## src/rtl/hbc_pkg.sv

```systemverilog
package hbc_pkg;

    // Side a leg last conducted on
    typedef enum logic {
        SIDE_LO = 1'b0,
        SIDE_HI = 1'b1
    } side_e;

    // Trip latch and edge-detect history
    typedef struct packed {
        logic held;          // trip latched
        logic hot_cause;     // latch includes an overtemperature trip
        logic off_hi_prev;   // previous active-high disable
        logic off_lo_n_prev; // previous active-low disable
        logic wake_prev;     // previous wake
        logic flag_n;        // registered fault flag
    } trip_state_t;

endpackage

```

## src/rtl/hbc_trip.sv

```systemverilog
module hbc_trip
    import hbc_pkg::*;
(
    input  logic clk,
    input  logic rst_n,
    input  logic off_hi,
    input  logic off_lo_n,
    input  logic wake,
    input  logic uv_lvl,
    input  logic sc_evt,
    input  logic ot_evt,
    input  logic temp_ok,
    output logic hold_now,
    output logic fault_n
);

    trip_state_t q, d;
    logic clr_edge, wake_edge, trip_in;

    always_comb begin
        d         = q;
        clr_edge  = (q.off_hi_prev & ~off_hi) | (~q.off_lo_n_prev & off_lo_n);
        wake_edge = wake & ~q.wake_prev;
        trip_in   = sc_evt | ot_evt;

        d.off_hi_prev   = off_hi;
        d.off_lo_n_prev = off_lo_n;
        d.wake_prev     = wake;

        if (trip_in) begin
            // a new trip wins over any release in the same cycle
            d.held      = 1'b1;
            d.hot_cause = (q.held & q.hot_cause) | ot_evt;
        end else if (q.held && (clr_edge || wake_edge)) begin
            if (!(q.hot_cause && !temp_ok)) begin
                d.held      = 1'b0;
                d.hot_cause = 1'b0;
            end
        end

        d.flag_n = ~(d.held | uv_lvl);
    end

    always_ff @(posedge clk or negedge rst_n) begin
        if (!rst_n) begin
            q.held          <= 1'b0;
            q.hot_cause     <= 1'b0;
            q.off_hi_prev   <= 1'b0;
            q.off_lo_n_prev <= 1'b1;
            q.wake_prev     <= 1'b0;
            q.flag_n        <= 1'b1;
        end else begin
            q <= d;
        end
    end

    assign hold_now = d.held;
    assign fault_n  = q.flag_n;


    set_wins_chk: assert property (@(posedge clk) disable iff (!rst_n)
        (sc_evt || ot_evt) |=> (q.held && !fault_n));


    release_cause_chk: assert property (@(posedge clk) disable iff (!rst_n)
        $fell(q.held) |-> $past(clr_edge || wake_edge));


    hot_hold_chk: assert property (@(posedge clk) disable iff (!rst_n)
        (q.held && q.hot_cause && !temp_ok) |=> q.held);


    uv_flag_chk: assert property (@(posedge clk) disable iff (!rst_n)
        uv_lvl |=> !fault_n);

endmodule

```

## src/rtl/hbc_leg.sv

```systemverilog
module hbc_leg
    import hbc_pkg::*;
#(
    parameter int DEAD_CYC = 3
) (
    input  logic clk,
    input  logic rst_n,
    input  logic run,
    input  logic pol,
    output logic hs,
    output logic ls
);

    localparam int CW = (DEAD_CYC < 1) ? 1 : $clog2(DEAD_CYC + 1);
    localparam logic [CW-1:0] DEAD_V = CW'(DEAD_CYC);

    typedef struct packed {
        logic          hs;
        logic          ls;
        side_e         last;
        logic [CW-1:0] gap;   // consecutive all-off cycles, saturating
    } leg_state_t;

    leg_state_t q, d;
    logic may_hi, may_lo;

    always_comb begin
        d      = q;
        may_hi = (q.last == SIDE_HI) || (q.gap >= DEAD_V);
        may_lo = (q.last == SIDE_LO) || (q.gap >= DEAD_V);

        if (!run) begin
            d.hs = 1'b0;
            d.ls = 1'b0;
        end else if (pol) begin
            if (q.ls) begin
                d.ls = 1'b0;
                if (DEAD_CYC == 0) begin
                    d.hs   = 1'b1;
                    d.last = SIDE_HI;
                end
            end else if (!q.hs && may_hi) begin
                d.hs   = 1'b1;
                d.last = SIDE_HI;
            end
        end else begin
            if (q.hs) begin
                d.hs = 1'b0;
                if (DEAD_CYC == 0) begin
                    d.ls   = 1'b1;
                    d.last = SIDE_LO;
                end
            end else if (!q.ls && may_lo) begin
                d.ls   = 1'b1;
                d.last = SIDE_LO;
            end
        end

        if (d.hs || d.ls) begin
            d.gap = '0;
        end else if (q.gap < DEAD_V) begin
            d.gap = q.gap + 1'b1;
        end
    end

    always_ff @(posedge clk or negedge rst_n) begin
        if (!rst_n) begin
            q.hs   <= 1'b0;
            q.ls   <= 1'b0;
            q.last <= SIDE_LO;
            q.gap  <= DEAD_V;
        end else begin
            q <= d;
        end
    end

    assign hs = q.hs;
    assign ls = q.ls;


    no_overlap_chk: assert property (@(posedge clk) disable iff (!rst_n)
        !(q.hs && q.ls));


    gap_lo_chk: assert property (@(posedge clk) disable iff (!rst_n)
        (DEAD_CYC > 0 && $rose(q.ls)) |-> !$past(q.hs));


    gap_hi_chk: assert property (@(posedge clk) disable iff (!rst_n)
        (DEAD_CYC > 0 && $rose(q.hs)) |-> !$past(q.ls));

endmodule

```

## src/rtl/hbridge_ctrl.sv

```systemverilog
module hbridge_ctrl
    import hbc_pkg::*;
#(
    parameter int LEGS     = 2,
    parameter int DEAD_CYC = 3
) (
    input  logic            clk,
    input  logic            rst_n,
    input  logic [LEGS-1:0] pol_in,
    input  logic            off_hi,
    input  logic            off_lo_n,
    input  logic            wake,
    input  logic            uv_lvl,
    input  logic            sc_evt,
    input  logic            ot_evt,
    input  logic            temp_ok,
    output logic [LEGS-1:0] hs_on,
    output logic [LEGS-1:0] ls_on,
    output logic            fault_n
);

    logic hold_now;
    logic run;

    hbc_trip u_trip (
        .clk      (clk),
        .rst_n    (rst_n),
        .off_hi   (off_hi),
        .off_lo_n (off_lo_n),
        .wake     (wake),
        .uv_lvl   (uv_lvl),
        .sc_evt   (sc_evt),
        .ot_evt   (ot_evt),
        .temp_ok  (temp_ok),
        .hold_now (hold_now),
        .fault_n  (fault_n)
    );

    assign run = wake & ~off_hi & off_lo_n & ~uv_lvl & ~hold_now;

    for (genvar g = 0; g < LEGS; g++) begin : g_leg
        hbc_leg #(.DEAD_CYC(DEAD_CYC)) u_leg (
            .clk   (clk),
            .rst_n (rst_n),
            .run   (run),
            .pol   (pol_in[g]),
            .hs    (hs_on[g]),
            .ls    (ls_on[g])
        );
    end


    disable_off_chk: assert property (@(posedge clk) disable iff (!rst_n)
        (off_hi || !off_lo_n) |=> (hs_on == '0 && ls_on == '0));


    sleep_off_chk: assert property (@(posedge clk) disable iff (!rst_n)
        !wake |=> (hs_on == '0 && ls_on == '0));


    trip_off_chk: assert property (@(posedge clk) disable iff (!rst_n)
        (sc_evt || ot_evt) |=> (hs_on == '0 && ls_on == '0 && !fault_n));


    uv_off_chk: assert property (@(posedge clk) disable iff (!rst_n)
        uv_lvl |=> (hs_on == '0 && ls_on == '0));

endmodule

```

## config.mk

```make
export PLATFORM = sky130hd
export DESIGN_NAME = hbridge_ctrl
export DESIGN_NICKNAME = d
export VERILOG_FILES = /design/src/rtl/hbc_pkg.sv /design/src/rtl/hbc_trip.sv /design/src/rtl/hbc_leg.sv /design/src/rtl/hbridge_ctrl.sv
export SDC_FILE = /design/constraint.sdc
export NUM_CORES = 1
export LEC_CHECK = 0
export ABC_AREA = 1
export ABC_CLOCK_PERIOD_IN_PS = 2000
export CAP_MARGIN = 20
export CORE_UTILIZATION = 45
export CTS_CLUSTER_SIZE = 28
export DETAILED_ROUTE_END_ITERATION = 16
export PLACE_DENSITY = 0.7
export SLEW_MARGIN = 5
export SYNTH_ARGS = -nofsm -noshare
export SYNTH_HDL_FRONTEND = slang
export SYNTH_SLANG_ARGS = --single-unit
```

## constraint.sdc

```tcl
create_clock -name clk -period 2 [get_ports clk]
set_clock_uncertainty 0.2 [all_clocks]
set_input_delay 0.3 -clock clk [delete_from_list [all_inputs] [get_ports clk]]
set_output_delay 0.3 -clock clk [all_outputs]
set_load 0.02 [all_outputs]
```

==> results of run 1 <==
flip-flops by register name, summed over array words and instances (netlist names):
signal          flops
g_leg.u_leg.hs      2
u_trip.q            5
u_trip.fault_n      1
g_leg.u_leg.q       6
g_leg.u_leg.ls      2
cell type report:
class                      instances  share of cell area
sequential                        16               0.389
multi-input combinational         64               0.351
timing repair buffer              16               0.151
clock buffer                       3              0.0215
inverter                          16              0.0573
tap                               25              0.0299
cell families (layout without fill, tap and decap cells):
| family | Yosys count | in the layout | share of synthesized area |
|---|---|---|---|
| AO/OA/AOI/OAI | 11 | 11 | 0.0708 |
| buffers and inverters | 20 | 35 | 0.104 |
| XOR/XNOR | 2 | 2 | 0.0202 |
| multiplexers | 2 | 2 | 0.0231 |
| adder cells (fa/ha/maj) | 2 | 2 | 0.0289 |
| flip-flops | 16 | 16 | 0.471 |
| AND/OR/NAND/NOR | 47 | 47 | 0.282 |
cells in the mapped netlist, drive strengths merged:
library cell | n | area [um2]
nor2 | 10 | 72.6
nand2 | 23 | 91.3
buf | 4 | 30.0
o21ai | 4 | 20.0
dfrtp | 10 | 250
a21oi | 6 | 33.8
ha | 2 | 25.0
nor3 | 1 | 5.00
inv | 16 | 60.1
dfstp | 6 | 158
xor2 | 2 | 17.5
nand4 | 8 | 50.1
mux2i | 2 | 20.0
nand3 | 5 | 25.0
a21boi | 1 | 7.51
path summary, 6_finish.rpt:
kind / startpoint / to / slack [ns] / depth (start not counted)
setup / recovery: u_trip.fault_n / fault_n / 0.10 / 1
hold / removal: rst_n / u_trip.q[4] / 0.13 / 2
setup reg to reg: g_leg[0].u_leg.q[1] / g_leg[0].u_leg.q[2] / 0.26 / 10
hold reg to reg: g_leg[1].u_leg.q[2] / g_leg[1].u_leg.q[2] / 0.34 / 2
max in group asynchronous: rst_n / u_trip.q[2] / 1.22 / 2
min in group clk: off_lo_n / u_trip.q[2] / 0.28 / 1
power by group:
part / internal (mW) / switching, mW / leakage (nW)
combinational: 0.149 / 0.174 / 0.325
sequential: 0.417 / 0.0389 / 0.190
clock: 0.0698 / 0.0958 / 0.0138
total: 0.636 / 0.309 / 0.529
metal layers:
metal,up-vias,track usage,routed length [um]
met2,19,0.262,664
met4,0,0.0882,29
met1,313,0.222,739
met5,-,0,0
met3,4,0.0278,54
li1,350,-,-
worst reg2reg max path, stage by stage, from the launching register on:
cell     delay (ns)
dfstp_2        0.55
ha_1           0.27
inv_2          0.05
nand2_2        0.07
nand2_1        0.05
nand2_1        0.05
nand2_1        0.06
nor2_2         0.14
nand4_1        0.09
nand2_1        0.06
nand2_1        0.05
==> flow_summary.yaml, run 1 <==
worst_setup_path:
  cpMaxStageDelayCell: "clkdlybuf4s50_1"
  cp.required_ns: 1.50
  cp-end-kind: "output pin"
  critical_path.cell_chain: "clkdlybuf4s50_1"
  slowest_delay_ns: 0.59
  criticalPathCategory: "reg2out"
  path_delay_family: "buffers and inverters"
  path_buf_inv: 1
  cp_max_fo: 1
  crit_arrival_ns: 1.40
  startpoint_type: "flop"
global_routing:
  grt_max_degree: 17
  grt.overflow.total: 0
  antenna_found_initial: 0
  grt_pass1_wl_mm: 2.50
  grt_pass1_vias: 619
  grtUsageTotal: 0.168
cts:
  cts_buffers: 3
  clock-sinks: 16
  cts_tree: "done"
  clk_latency_ns: 0.28
  cts_root_buf: "clkbuf_4"
  htree_levels: 1
  cts_resized: 0
  clkTransAtPathRegs_ns: 0.09
  post-cts-setup-buffers: 0
  cts.hold.buffers_added: 0
  cts_max_path_buffers: 2
outcome:
  status: "completed"
sta:
  finalSetupViolCount: 0
  period_needed_ns: 1.90
  finalHoldViolCount: 0
  post-route-period-util: 0.948
  maxSlewViolCount: 0
  worstMarginPinSlew_ns: 0.224
  fin_setup_tns_ns: 0
  setup_ws_ns: 0.105
  slew_headroom: 0.850
  hold_slack_ns: 0.133
  rsz0062_at_grt: "false"
  fmax_mhz: 528
logic_synthesis:
  synth-seq-area-share: 0.471
  ys_ff_latch: 16
  synth_cell_type_count: 21
  syn-num-nets: 113
  synthCells: 100
  synth_area_um2: 866
  syn_area_per_cell_um2: 8.66
  yosysWarnings: 0
cells_and_area:
  final_design_area_no_fill_um2: 1050
  fin_util: 0.594
  regArea_um2: 408
  final_cell_mix: "21 x nand2_1, 15 x clkdlybuf4s50_1, 12 x inv_1"
  num_antenna_cells: 0
  mostFrequentLayoutCell: "nand2_1"
  syn_to_final_growth_pct: 21.0
  fin_cells: 140
  final_nets: 130
  multi_input_area_um2: 368
  drive_gt1_frac: 0.174
  fillers: 167
route:
  drt_iter0_markers: 17
  routed_wl_mm: 1.49
  viasPerCell: 4.90
  num_vias: 686
  firstDrtPassIters: 4
  ant_nets: 0
  drc: 0
  wire_per_inst_um: 10.6
power:
  p_total_uw: 945
  power.leakage_nw: 0.529
  ir_drop_v: 0.000477
  p_per_area_nw_per_um2: 902
placement:
  pre_cts_ws_ns: 0.208
  placed_cell_area_um2: 1020
  gp_congestion: 0.755
  port_buffers: 15
  placed_cells: 137
  dpl.hpwl_mm: 1.11
worst_hold_path:
  hold_path.class: "in2async"
die:
  io_pins: 16
  num_rows: 15
  dieArea_um2: 2100
  die_h_um: 45.9
  die-width_um: 45.9
  initial_core_util: 0.491
  core_area_um2: 1760
run:
  maxCapViolCount: 0
No activity file was read; power rests on OpenSTA's default activity.
==> run 2, diff against run 1 <==
--- a/config.mk
+++ b/config.mk
@@ -12,7 +12,7 @@
 export CTS_CLUSTER_SIZE = 28
 export DETAILED_ROUTE_END_ITERATION = 16
 export PLACE_DENSITY = 0.7
-export SLEW_MARGIN = 5
+export RECOVER_POWER = 100
 export SYNTH_ARGS = -nofsm -noshare
 export SYNTH_HDL_FRONTEND = slang
 export SYNTH_SLANG_ARGS = --single-unit
==> run 2 against run 1 <==
Compared with the run above:
- critical path depth stayed put
- sequential cell count stayed put
- count of clock-buffer cells in the layout unchanged
- register-to-register slack worse by 0.03 ns
- utilization down 0.57 points
- clock power is essentially flat
- sequential share of layout area rose by 0.38 points
- worst setup slack worse by 0.0011 ns
- via count shrank 0.58%
- largest power group unchanged
==> flow_summary.yaml, run 2 (synthesized netlist as in run 1, its figures left out) <==
cts:
  cts.hold.buffers_added: 0
  cts_buffers: 3
  clock-sinks: 16
  post-cts-setup-buffers: 0
  cts_tree: "done"
  clkTransAtPathRegs_ns: 0.09
  cts_resized: 0
  cts_root_buf: "clkbuf_4"
  cts_max_path_buffers: 2
  clk_latency_ns: 0.28
  htree_levels: 1
sta:
  fin_setup_tns_ns: 0
  period_needed_ns: 1.90
  finalHoldViolCount: 0
  worstMarginPinSlew_ns: 0.864
  hold_slack_ns: 0.332
  maxSlewViolCount: 0
  slew_headroom: 0.424
  post-route-period-util: 0.948
  finalSetupViolCount: 0
  fmax_mhz: 527
  rsz0062_at_grt: "false"
route:
  viasPerCell: 4.87
  num_vias: 682
  routed_wl_mm: 1.47
  firstDrtPassIters: 4
  ant_nets: 0
  drc: 0
  drt_iter0_markers: 5
  wire_per_inst_um: 10.5
cells_and_area:
  top_regs: "g_leg.u_leg.q: 6 flops, u_trip.q: 5 flops"
  mostFrequentLayoutCell: "nand2_1"
  drive_gt1_frac: 0.113
  regArea_um2: 408
  top_register: "g_leg.u_leg.q"
  final_nets: 130
  multi_input_area_um2: 362
  num_antenna_cells: 0
  largest_reg_flops: 6
  fin_util: 0.588
  final_cell_mix: "22 x nand2_1, 12 x inv_1, 10 x dfrtp_1"
  syn_to_final_growth_pct: 19.8
  fillers: 170
placement:
  dpl.hpwl_mm: 1.11
  gp_congestion: 0.755
  port_buffers: 15
global_routing:
  grt_max_degree: 17
  grt_pass1_wl_mm: 2.50
  grtUsageTotal: 0.168
  grt.overflow.total: 0
  grt_pass1_vias: 619
  antenna_found_initial: 0
worst_setup_path:
  cp_max_fo: 1
  cpMaxStageDelayCell: "clkdlybuf4s50_1"
  criticalPathCategory: "reg2out"
  crit_arrival_ns: 1.40
  path_buf_inv: 1
  cp-end-kind: "output pin"
  startpoint_type: "flop"
  cp.required_ns: 1.50
  critical_path.cell_chain: "clkdlybuf4s50_1"
  slowest_delay_ns: 0.59
  path_delay_family: "buffers and inverters"
die:
  num_rows: 15
  core_area_um2: 1760
  dieArea_um2: 2100
  die_h_um: 45.9
  initial_core_util: 0.491
  die-width_um: 45.9
  io_pins: 16
power:
  ir_drop_v: 0.000474
  power.leakage_nw: 0.536
  p_per_area_nw_per_um2: 897
outcome:
  status: "completed"
run:
  maxCapViolCount: 0
worst_hold_path:
  hold_path.class: "reg2reg"
run 2: worst paths after layout:
check | from | to | slack [ns] | cells past startpoint
min in group asynchronous | rst_n | u_trip.q[4] | 0.44 | 2
max | u_trip.fault_n | fault_n | 0.10 | 1
max in group asynchronous | rst_n | u_trip.q[5] | 0.63 | 2
min reg2reg | g_leg[1].u_leg.q[2] | g_leg[1].u_leg.q[2] | 0.33 | 2
min | g_leg[1].u_leg.q[2] | g_leg[1].u_leg.q[2] | 0.33 | 2
max reg2reg | g_leg[0].u_leg.q[1] | g_leg[0].u_leg.q[2] | 0.23 | 10
run 2: per-stage QoR:
step	area (um2)	instances	power, mW	worst slack (ns)
2_1_floorplan	866	100	0.697	0.402
3_3_place_gp	1020	137	0.767	0.254
3_5_place_dp	1020	137	0.790	0.208
4_1_cts	1050	140	0.957	0.0977
5_1_grt	1040	140	1.00	0.0488
6_report	1040	140	0.930	0.104
run 2: power breakdown:
| part | switching, mW | total [mW] | internal (mW) | leakage (nW) |
|---|---|---|---|---|
| clock | 0.0958 | 0.166 | 0.0698 | 0.0138 |
| sequential | 0.0381 | 0.449 | 0.411 | 0.189 |
| combinational | 0.172 | 0.316 | 0.144 | 0.333 |
run 2: cell type report:
cell class,instances,area share
sequential,16,0.393
multi-input combinational,64,0.349
timing repair buffer,16,0.148
inverter,16,0.0579
tap,25,0.0302
clock buffer,3,0.0217
run 2: metal layers:
| metal | global-route usage | up-vias | share of wire |
|---|---|---|---|
| li1 | - | 352 | - |
| met1 | 0.222 | 307 | 0.49 |
| met2 | 0.262 | 17 | 0.45 |
| met3 | 0.0278 | 6 | 0.035 |
| met4 | 0.0882 | 0 | 0.025 |
| met5 | 0 | - | 0 |
